## config.mk

```make
export PLATFORM = sky130hd
export DESIGN_NAME = vred_engine
export DESIGN_NICKNAME = d
export VERILOG_FILES = /design/src/rtl/vred_pkg.sv /design/src/rtl/vred_ctrl.sv /design/src/rtl/vred_datapath.sv /design/src/rtl/vred_engine.sv
export SDC_FILE = /design/constraint.sdc
export NUM_CORES = 1
export LEC_CHECK = 0
export BUFFER_PORTS_ARGS = -buffer_cell sky130_fd_sc_hd__buf_2
export CAP_MARGIN = 10
export CELL_PAD_IN_SITES_DETAIL_PLACEMENT = 1
export CELL_PAD_IN_SITES_GLOBAL_PLACEMENT = 2
export CORE_ASPECT_RATIO = 0.9
export CORE_MARGIN = 5
export CORE_UTILIZATION = 36
export DETAILED_ROUTE_END_ITERATION = 12
export PLACE_DENSITY_LB_ADDON = 0.3
export SKIP_LAST_GASP = 1
export SYNTH_ARGS = -nofsm -noshare
export SYNTH_HDL_FRONTEND = slang
export SYNTH_SLANG_ARGS = --single-unit
```

## constraint.sdc

```tcl
create_clock -name clk -period 15.5 [get_ports clk]
set_clock_uncertainty 0.1 [all_clocks]
set_input_delay 0.775 -clock clk [delete_from_list [all_inputs] [get_ports clk]]
set_output_delay 0.775 -clock clk [all_outputs]
set_load 0.05 [all_outputs]
```

## src/rtl/vred_pkg.sv

```systemverilog
package vred_pkg;
  localparam int REG_BITS  = 128;
  localparam int REG_BYTES = REG_BITS / 8;
  localparam int ACC_BITS  = 64;
  localparam int ELEM_MAX  = REG_BYTES * 8;            // e8 with an 8-register group
  localparam int CNT_W     = $clog2(ELEM_MAX + 1);
  localparam int MB_IW     = $clog2(REG_BITS);

  typedef enum logic [3:0] {
    OP_SUM = 4'd0, OP_AND = 4'd1, OP_OR = 4'd2, OP_XOR = 4'd3,
    OP_MINU = 4'd4, OP_MIN = 4'd5, OP_MAXU = 4'd6, OP_MAX = 4'd7,
    OP_WSUMU = 4'd8, OP_WSUM = 4'd9
  } redOp_e;

  typedef enum logic [1:0] {ST_IDLE, ST_SEED, ST_RUN, ST_FIN} ctrlState_e;

  typedef struct packed {
    logic             loadSeed;
    logic             fold;
    logic [CNT_W-1:0] elemIdx;
  } dpStrobe_t;
endpackage

```

## src/rtl/vred_ctrl.sv

```systemverilog
module vred_ctrl
  import vred_pkg::*;
#(
  parameter int NUM_REGS = 32,
  parameter int LEN_W    = 16,
  localparam int RIW     = $clog2(NUM_REGS)
) (
  input  logic                 clk,
  input  logic                 rstN,
  input  logic                 start,
  input  logic [3:0]           opSel,
  input  logic [1:0]           sewSel,
  input  logic [1:0]           lmulSel,
  input  logic [LEN_W-1:0]     vecLen,
  input  logic                 maskEn,
  input  logic [RIW-1:0]       dstIdx,
  input  logic [RIW-1:0]       srcIdx,
  input  logic [RIW-1:0]       seedIdx,
  input  logic [REG_BITS-1:0]  maskBits,
  output logic [RIW-1:0]       rdIdx,
  output logic [RIW-1:0]       wrIdx,
  output logic                 busy,
  output logic                 done,
  output logic                 wrEn,
  output dpStrobe_t            strobe,
  output redOp_e               opQ,
  output logic [1:0]           sewQ
);
  ctrlState_e stateQ;
  logic [CNT_W-1:0] idxQ, lenQ;
  logic [LEN_W-1:0] vlmax, effLen;
  logic [CNT_W-1:0] regOff;
  logic maskEnQ, emptyQ;
  logic [RIW-1:0] dstQ, srcQ, seedQ;

  // group capacity: elements per register times group size
  always_comb begin
    vlmax  = (LEN_W'(REG_BYTES) >> sewSel) << lmulSel;
    effLen = (vecLen < vlmax) ? vecLen : vlmax;
  end

  always_ff @(posedge clk or negedge rstN) begin
    if (!rstN) begin
      stateQ  <= ST_IDLE;
      idxQ    <= '0;
      lenQ    <= '0;
      opQ     <= OP_SUM;
      sewQ    <= '0;
      maskEnQ <= 1'b0;
      emptyQ  <= 1'b0;
      dstQ    <= '0;
      srcQ    <= '0;
      seedQ   <= '0;
    end else begin
      case (stateQ)
        ST_IDLE: if (start) begin
          idxQ    <= '0;
          lenQ    <= CNT_W'(effLen);
          opQ     <= redOp_e'(opSel);
          sewQ    <= sewSel;
          maskEnQ <= maskEn;
          dstQ    <= dstIdx;
          srcQ    <= srcIdx;
          seedQ   <= seedIdx;
          emptyQ  <= (effLen == '0);
          stateQ  <= (effLen == '0) ? ST_FIN : ST_SEED;
        end
        ST_SEED: stateQ <= ST_RUN;
        ST_RUN: begin
          idxQ <= idxQ + 1'b1;
          if (idxQ == lenQ - 1'b1) stateQ <= ST_FIN;
        end
        default: stateQ <= ST_IDLE;
      endcase
    end
  end

  always_comb begin
    regOff = idxQ >> (3'd4 - {1'b0, sewQ});
    rdIdx  = (stateQ == ST_SEED) ? seedQ : srcQ + RIW'(regOff);
    wrIdx  = dstQ;
    busy   = (stateQ != ST_IDLE);
    done   = (stateQ == ST_FIN);
    wrEn   = done && !emptyQ;
    strobe.loadSeed = (stateQ == ST_SEED);
    strobe.fold     = (stateQ == ST_RUN) && (!maskEnQ || maskBits[idxQ[MB_IW-1:0]]);
    strobe.elemIdx  = idxQ;
  end
endmodule

```

## src/rtl/vred_datapath.sv

```systemverilog
module vred_datapath
  import vred_pkg::*;
(
  input  logic                 clk,
  input  logic                 rstN,
  input  dpStrobe_t            strobe,
  input  redOp_e               opQ,
  input  logic [1:0]           sewQ,
  input  logic [REG_BITS-1:0]  rdData,
  output logic [REG_BITS-1:0]  wrData,
  output logic [REG_BYTES-1:0] wrByteEn
);
  logic [ACC_BITS-1:0] accQ, rawElem, elemExt, seedExt, nextAcc;
  logic [CNT_W-1:0] lane;
  logic [3:0] byteOff;
  logic [4:0] bsel;
  logic widen, sgnElem, sgnSeed;
  logic [1:0] rwCode;
  logic [3:0] byteCnt;

  function automatic logic [ACC_BITS-1:0] extend(input logic [ACC_BITS-1:0] x,
                                                 input logic [1:0] wc, input logic sgn);
    case (wc)
      2'd0: return {{56{sgn & x[7]}}, x[7:0]};
      2'd1: return {{48{sgn & x[15]}}, x[15:0]};
      2'd2: return {{32{sgn & x[31]}}, x[31:0]};
      default: return x;
    endcase
  endfunction

  always_comb begin
    lane    = strobe.elemIdx & CNT_W'((REG_BYTES >> sewQ) - 1);
    byteOff = 4'(lane << sewQ);
    for (int k = 0; k < ACC_BITS / 8; k++) begin
      bsel = {1'b0, byteOff} + 5'(k);
      rawElem[k*8 +: 8] = (bsel < 5'(REG_BYTES)) ? rdData[bsel[3:0]*8 +: 8] : 8'h00;
    end
    widen   = (opQ == OP_WSUMU) || (opQ == OP_WSUM);
    sgnElem = (opQ == OP_MIN) || (opQ == OP_MAX) || (opQ == OP_WSUM);
    sgnSeed = (opQ == OP_MIN) || (opQ == OP_MAX);
    rwCode  = (widen && sewQ != 2'd3) ? sewQ + 2'd1 : sewQ;
    elemExt = extend(rawElem, sewQ, sgnElem);
    seedExt = extend(rawElem, rwCode, sgnSeed);
    case (opQ)
      OP_AND:  nextAcc = accQ & elemExt;
      OP_OR:   nextAcc = accQ | elemExt;
      OP_XOR:  nextAcc = accQ ^ elemExt;
      OP_MINU: nextAcc = (elemExt < accQ) ? elemExt : accQ;
      OP_MAXU: nextAcc = (elemExt > accQ) ? elemExt : accQ;
      OP_MIN:  nextAcc = ($signed(elemExt) < $signed(accQ)) ? elemExt : accQ;
      OP_MAX:  nextAcc = ($signed(elemExt) > $signed(accQ)) ? elemExt : accQ;
      default: nextAcc = accQ + elemExt;
    endcase
    byteCnt  = 4'd1 << rwCode;
    wrByteEn = (REG_BYTES'(1) << byteCnt) - REG_BYTES'(1);
    wrData   = {{(REG_BITS - ACC_BITS){1'b0}}, accQ};
  end

  always_ff @(posedge clk or negedge rstN) begin
    if (!rstN)                accQ <= '0;
    else if (strobe.loadSeed) accQ <= seedExt;
    else if (strobe.fold)     accQ <= nextAcc;
  end
endmodule

```

## src/rtl/vred_engine.sv

```systemverilog
module vred_engine
  import vred_pkg::*;
#(
  parameter int NUM_REGS = 32,
  parameter int LEN_W    = 16,
  localparam int RIW     = $clog2(NUM_REGS)
) (
  input  logic                 clk,
  input  logic                 rstN,
  input  logic                 start,
  input  logic [3:0]           opSel,
  input  logic [1:0]           sewSel,
  input  logic [1:0]           lmulSel,
  input  logic [LEN_W-1:0]     vecLen,
  input  logic                 maskEn,
  input  logic [RIW-1:0]       dstIdx,
  input  logic [RIW-1:0]       srcIdx,
  input  logic [RIW-1:0]       seedIdx,
  output logic [RIW-1:0]       rfRdIdx,
  input  logic [REG_BITS-1:0]  rfRdData,
  input  logic [REG_BITS-1:0]  maskBits,
  output logic                 rfWrEn,
  output logic [RIW-1:0]       rfWrIdx,
  output logic [REG_BITS-1:0]  rfWrData,
  output logic [REG_BYTES-1:0] rfWrByteEn,
  output logic                 busy,
  output logic                 done,
  output logic                 dirty
);
  dpStrobe_t  strobe;
  redOp_e     opQ;
  logic [1:0] sewQ;

  vred_ctrl #(.NUM_REGS(NUM_REGS), .LEN_W(LEN_W)) u_ctrl (
    .clk(clk), .rstN(rstN), .start(start), .opSel(opSel), .sewSel(sewSel),
    .lmulSel(lmulSel), .vecLen(vecLen), .maskEn(maskEn), .dstIdx(dstIdx),
    .srcIdx(srcIdx), .seedIdx(seedIdx), .maskBits(maskBits), .rdIdx(rfRdIdx),
    .wrIdx(rfWrIdx), .busy(busy), .done(done), .wrEn(rfWrEn), .strobe(strobe),
    .opQ(opQ), .sewQ(sewQ)
  );

  vred_datapath u_dp (
    .clk(clk), .rstN(rstN), .strobe(strobe), .opQ(opQ), .sewQ(sewQ),
    .rdData(rfRdData), .wrData(rfWrData), .wrByteEn(rfWrByteEn)
  );

  assign dirty = rfWrEn;
endmodule

```

## Word level (Yosys, flattened, before mapping)

Index checks and enable logic that the tools add are counted.

| operators by class | value |
|---|---|
| add/subtract/negate cells | 15 |
| order comparisons | 14 |
| equal/unequal tests | 24 |
| shifts and indexed selects | 15 |
| muxes and demuxes | 28 |
| bitwise gates (word level) | 10 |
| reductions and logical operators | 20 |

Operators by type and width:

| kind | number |
|---|---|
| 128-bit by 8-bit variable part select with 8-bit output | 8 |
| 64-bit case mux with 7 select lines | 1 |
| 64-bit 2-to-1 mux | 6 |
| 64-bit case mux with 3 select lines | 2 |
| 64-bit greater-than comparator | 2 |
| 64-bit < comparator | 2 |
| 8-bit 2-to-1 mux | 9 |
| 64-bit adder | 1 |
| 64-bit bitwise AND | 1 |
| 64-bit bitwise OR | 1 |
| 64-bit bitwise XOR | 1 |
| 5-bit < comparator (second input constant) | 7 |
| 4-bit by 3-bit adder with 5-bit output (second input constant) | 4 |
| 4-bit by 3-bit equality test with 1-bit output (second input constant) | 4 |
| 16-bit zero test | 1 |
| 16-bit < comparator | 1 |
| 16-bit 2-to-1 mux | 1 |
| 8-bit case mux with 2 select lines | 1 |
| 1-bit by 4-bit << shifter with 16-bit output (first input constant) | 1 |
| 16-bit by 2-bit << shifter with 16-bit output | 1 |
| 5-bit by 2-bit right shift with 16-bit output (first input constant) | 1 |
| 16-bit by 2-bit subtractor with 16-bit output (second input constant) | 1 |
| 4-bit by 2-bit adder with 5-bit output (second input constant) | 2 |
| 8-bit by 1-bit adder with 8-bit output (second input constant) | 1 |
| other kinds (36) | 66 |

| word-level totals | value |
|---|---|
| register bits after elaboration | 105 |
| input port bits | 299 |
| output and inout port bits | 158 |
| logic and storage cells | 137 |

## Depth between registers and ports, before layout

| logic depth | value |
|---|---|
| depth after elaboration | 14 |
| gate-level depth with buffers | 33 |
| mapped depth without buffers | 28 |

## Hierarchy

A second synthesis with hierarchy kept.

| unflattened totals | value |
|---|---|
| cell total of the unflattened synthesis | 2808 |
| area total of the unflattened synthesis | 22379.0 um2 |

By module, submodules not included:

| module | times used | cells an instance | area each (um2) | sequential area each (um2) |
|---|---|---|---|---|
| vred_datapath | 1 | 2426 | 18452.7 | 1601.5 |
| vred_ctrl | 1 | 381 | 3918.8 | 1026.0 |
| vred_engine | 1 | 1 | 7.5 | 0.0 |

## Worst setup path before layout

OpenSTA, ideal clock, no wires.

| timing | value |
|---|---|
| kind | flip-flop to flip-flop |
| start point | register u_ctrl.sewQ[0] |
| end point | register u_dp.accQ[41] |
| library setup time | 134 ps |
| arrival time | 7331 ps |
| required time | 15266 ps |
| path slack | 7935 ps |
| stages on the path, launching flop included | 31 |
| path buffers | 4 |
| clock period less this slack | 7565 ps |
| path through | dfrtp_1 > inv_1 > ha_1 > xnor2_1 > and4_1 > or2_1 > buf_2 > clkbuf_1 > ha_1 > and3b_1 > a21oi_1 > o21ai_1 > nand2_1 > mux2_2 > a221oi_4 > a21o_2 > buf_1 > a21oi_1 > ha_1 > buf_2 > nand4_1 > or4_1 > or4_4 > a2111oi_4 > a211oi_1 > nand2_2 > mux2_4 > a41oi_4 > nand2_1 > a2111oi_0 > a21oi_1 |

| between the ends | value |
|---|---|
| longest elaborated chain between the ends | 13 |
| elaborated cells between the ends (all ways) | 73 |
| classes of those cells | add/sub (10); order compare (12); eq/ne (9); shift (10); mux (18); bitwise (10); reduce/logical (4) |

RTL lines:

| what | RTL line | text |
|---|---|---|
| start, declared | vred_ctrl.sv:27 | `output logic [1:0] sewQ` |
| start signal, assigned | vred_ctrl.sv:60 | `sewQ <= sewSel;` |
| 5-bit by 2-bit right shift with 8-bit output | vred_datapath.sv:32 | `lane = strobe.elemIdx & CNT_W'((REG_BYTES >> sewQ) - 1);` |
| 8-bit by 2-bit subtractor with 8-bit output | vred_datapath.sv:32 |  |
| 8-bit bitwise AND | vred_datapath.sv:32 |  |
| 8-bit by 2-bit << shifter with 4-bit output | vred_datapath.sv:33 | `byteOff = 4'(lane << sewQ);` |
| 4-bit by 1-bit adder with 5-bit output or 4-bit by 2-bit adder with 5-bit output (tied branches) | vred_datapath.sv:35 | `bsel = {1'b0, byteOff} + 5'(k);` |
| 128-bit by 8-bit variable part select with 8-bit output or 5-bit < comparator (tied branches) | vred_datapath.sv:36 | `rawElem[k*8 +: 8] = (bsel < 5'(REG_BYTES)) ? rdData[bsel[3:0]*8 +: 8] : 8'h00;` |
| 8-bit 2-to-1 mux | vred_datapath.sv:36 |  |
| 1-bit bitwise AND (on tied branches) | vred_datapath.sv:25, vred_datapath.sv:26 |  |
| 64-bit case mux with 3 select lines | vred_datapath.sv:23 | `case (wc)` |
| 64-bit adder (tied with other cells) | vred_datapath.sv:52 | `default: nextAcc = accQ + elemExt;` |
| 64-bit case mux with 7 select lines | vred_datapath.sv:44 | `case (opQ)` |
| 64-bit 2-to-1 mux | vred_datapath.sv:62 | `else if (strobe.fold) accQ <= nextAcc;` |
| 64-bit 2-to-1 mux | vred_datapath.sv:61 | `else if (strobe.loadSeed) accQ <= seedExt;` |
| end signal, assigned | vred_datapath.sv:61 |  |
| end signal, assigned | vred_datapath.sv:62 |  |
| end, declared | vred_datapath.sv:13 | `logic [ACC_BITS-1:0] accQ, rawElem, elemExt, seedExt, nextAcc;` |

Parallel ways exist; a longest one is shown, timed or not. The select of a mux whose other input is x is not followed.
A chain may end at the register's enable or synchronous reset.

## Worst setup path in the final report

| timing | value |
|---|---|
| start point | register u_ctrl.idxQ[1] |
| end point | register u_dp.accQ[58] |

| between the ends | value |
|---|---|
| longest elaborated chain between the ends | 11 |
| elaborated cells between the ends (all ways) | 66 |
| classes of those cells | add/sub (8); order compare (12); eq/ne (4); shift (9); mux (19); bitwise (10); reduce/logical (4) |

RTL lines:

| what | RTL line | text |
|---|---|---|
| start, declared | vred_ctrl.sv:30 | `logic [CNT_W-1:0] idxQ, lenQ;` |
| start signal, assigned | vred_ctrl.sv:70 | `idxQ <= idxQ + 1'b1;` |
| 8-bit bitwise AND | vred_datapath.sv:32 |  |
| 8-bit by 2-bit << shifter with 4-bit output | vred_datapath.sv:33 |  |
| 4-bit by 1-bit adder with 5-bit output or 4-bit by 2-bit adder with 5-bit output (tied branches) | vred_datapath.sv:35 |  |
| 128-bit by 8-bit variable part select with 8-bit output or 5-bit < comparator (tied branches) | vred_datapath.sv:36 |  |
| 8-bit 2-to-1 mux | vred_datapath.sv:36 |  |
| 1-bit bitwise AND (on tied branches) | vred_datapath.sv:25, vred_datapath.sv:26 |  |
| 64-bit case mux with 3 select lines | vred_datapath.sv:23 |  |
| 64-bit adder (tied with other cells) | vred_datapath.sv:52 |  |
| 64-bit case mux with 7 select lines | vred_datapath.sv:44 |  |
| 64-bit 2-to-1 mux | vred_datapath.sv:62 |  |
| 64-bit 2-to-1 mux | vred_datapath.sv:61 |  |

Parallel ways exist; a longest one is shown, timed or not. The select of a mux whose other input is x is not followed.

==> summary.txt <==
CTS Buf Count: 9
register bit total from synthesis: 105
Overall Global Routing Usage: 30.42%
CP Capture Type: flop
most common cell after layout, fill and taps aside: buf_2
EDFF count, synth: 0
largest net degree at the start of global routing: 55
GRT overflow: 0
CTS tree: built
Worst Setup Path Type: flop to flop
initial cell density of the core: 36.08%
area grow syn2layout: 11.31%
CTS sink count: 105
dominant synthesized flop cell: dfrtp_1
outcome: completed
DIE WIDTH: 270.4 um
YS warnings: 0
Post-Route WL: 105,400 um
Worst Path Max Fanout: 41
Crit Reg-Reg Endpoint: u_dp.accQ[58]$_DFFE_PN0P_
CP Launch Type: flop
hpwl dp: 84,420 um
Die ar.: 0.06609 mm^2
Port Buf Inserts: 383
max-slew violations: 0
# setup viols final: 0
worst hold path class: input port to async pin
Cell Rows: 86
final period utilization: 71.00%
DRT Pass-1 Iters: 5
H-tree depth: 3
Hold Violations, Final: 0
Die Y: 244.4 um
Post-synth ARST share: 100.0%
worst reg-to-reg setup slack: 4500 ps
initial antenna violation count: 5
most area-consuming cells after synthesis: mux2i_1, ha_1, dfrtp_1
vias per cell: 6.070
Synth Area per Inst: 7.787 um^2
via count: 23.49k
global-route wire length before repair: 155,200 um
leading area contributor after synthesis: mux2i_1
I/O pin cnt: 457
CTS max path bufs: 2
min Tclk post-route: 11,000 ps
R2R depth: 27
Worst-path clk slew: 100 ps
cells after synthesis: 2,822
drt initial violations: 1,599
post-synthesis sequential area ratio: 11.96%
crit path launch: u_ctrl.idxQ[1]$_DFFE_PN0P_
Fmax: 0.09087 GHz
DR WL/cell: 27.24 um
Synth Cell Area: 0.02197 mm^2
origin of the critical flop-to-flop path: u_ctrl.idxQ[1]$_DFFE_PN0P_
Rel. slew slack: 21.44%
Post-CTS Setup Inserts: 0
worst setup path endpoint: u_dp.accQ[58]$_DFFE_PN0P_
post_cts resized: 0
RSZ-0062 raised after global routing: false
Synth top area share: 14.39%
final net count: 3,596
Crit path arrival time: 11,210 ps
Max Cap Viol: 0
hold buffer count at cts: 0
share of cells above drive strength 1: 19.64%
gp weighted congestion: 0.9587
number of global-route vias before repair: 24.50k
clock root buffer: clkbuf_16
actual slew at the worst max-slew pin: 1176 ps
most frequent cells in the layout: buf_2, mux2i_1, nand2_1
Unique masters post-synth: 94
DR DRC count: 0
Core Region: 0.06090 mm^2
setup TNS: 0 ps
Skew-Pair Late Insertion Delay: 420 ps
ANT nets after route: 0
Critical Path RT: 15,700 ps
[cells in the mapped netlist (23+ instances only)]
cell and count:
a221oi_1 23, o221ai_1 34, mux4_2 66, nand2_1 269, o22ai_1 33, buf_4 82
o21ai_1 35, buf_2 46, mux2_2 38, o31ai_1 26, inv_1 204, nor2b_1 35
nor2_1 180, nor4_1 30, o21bai_1 28, o211ai_1 29, a31oi_1 28, o21a_1 25
xnor2_1 43, o21ai_0 154, ha_1 224, dfrtp_1 105, a211oi_1 23, buf_1 27
a21oi_1 214, clkbuf_1 100, nor3_1 48, mux2i_1 316, nand3_1 49
[kinds of logic (layout without fill, tap and decap cells)]
kind of cell	after synthesis	in the layout	synth area share (%)
muxes	422	422	23.28
and+or+nand+nor	751	751	16.07
AOI/OAI and AO/OA	779	779	23.07
other	2	75	0.03418
adders and majority gates	226	226	12.94
DFF	105	105	11.96
xor gates and xnor gates	65	65	2.779
buffers and inverters	472	655	9.874
[metrics by stage]
stage	instance area, um^2	hold slack (ps)	utilization [%]	worst slack [ps]	std cells
after CTS	24450	334.8	40.15	4634	3868
after global placement	24150	373.2	39.65	5067	3852
after detailed placement	24150	390.1	39.65	4695	3852
after floorplan	22240	350.5	-	7935	2893
final	24460	292.8	40.16	4495	3870
after global routing	24450	358.9	40.15	3897	3868
[how the worst min path moves through the flow]
stage / from / end / slack, ps
after floorplan: u_ctrl.emptyQ$_DFFE_PN0P_ / u_ctrl.emptyQ$_DFFE_PN0P_ / 350
after global placement: u_ctrl.emptyQ$_DFFE_PN0P_ / u_ctrl.emptyQ$_DFFE_PN0P_ / 370
after detailed placement: u_ctrl.wrIdx[1]$_DFFE_PN0P_ / u_ctrl.wrIdx[1]$_DFFE_PN0P_ / 390
after CTS: rstN / u_dp.accQ[30]$_DFFE_PN0P_ / 330
after global routing: rstN / u_dp.accQ[29]$_DFFE_PN0P_ / 360
final: rstN / u_dp.accQ[30]$_DFFE_PN0P_ / 290
[cell type report]
class	count	area, um^2
Antenna cell	2	5.005
Inverter	213	802.0
Clock buffer	10	239.0
Timing Repair Buffer	426	2242
Sequential cell	105	2630
Fill cell	7569	36450
Tap cell	792	991.0
Clock inverter	6	67.56
Multi-Input combinational cell	2316	17480
[state kept, by name (all words and copies together) (netlist names), 2 cells and up]
| register | cells |
|---|---|
| u_ctrl.lenQ | 8 |
| u_ctrl.sewQ | 2 |
| u_ctrl.seedQ | 5 |
| u_dp.accQ | 64 |
| u_ctrl.wrIdx | 5 |
| u_ctrl.srcQ | 5 |
| u_ctrl.stateQ | 2 |
| u_ctrl.idxQ | 8 |
| u_ctrl.opQ | 4 |
[worst max-delay path, stage by stage (launching register included)]
cell	delay (ps)
dfrtp_2	960
mux2i_1	340
or2_2	360
buf_4	300
inv_2	870
ha_1	420
and3b_1	210
a21oi_1	70
o21ai_1	240
nand2_1	510
mux2_2	490
a221oi_4	390
nand2b_1	640
o21ai_0	360
ha_1	620
nand4_1	200
or4_1	660
or4_4	560
a2111oi_4	220
a211oi_1	100
nand2_2	120
mux2_4	320
a41oi_4	150
buf_4	520
or2_1	180
buf_4	460
nor2_1	110
a311o_1	350
[per-layer routing]
| layer | vias up | share of wire, % | GRT usage (%) |
|---|---|---|---|
| li1 | 10630 | - | - |
| met1 | 11840 | 42 | 38.60 |
| met2 | 851 | 47 | 51.41 |
| met3 | 166 | 6.6 | 5.778 |
| met4 | 4 | 4.2 | 11.63 |
| met5 | - | 0.024 | 0 |
Power is left out: the tool's default activity adds up to more than one toggle a clock period on the data nets, which glitch-free logic cannot reach.
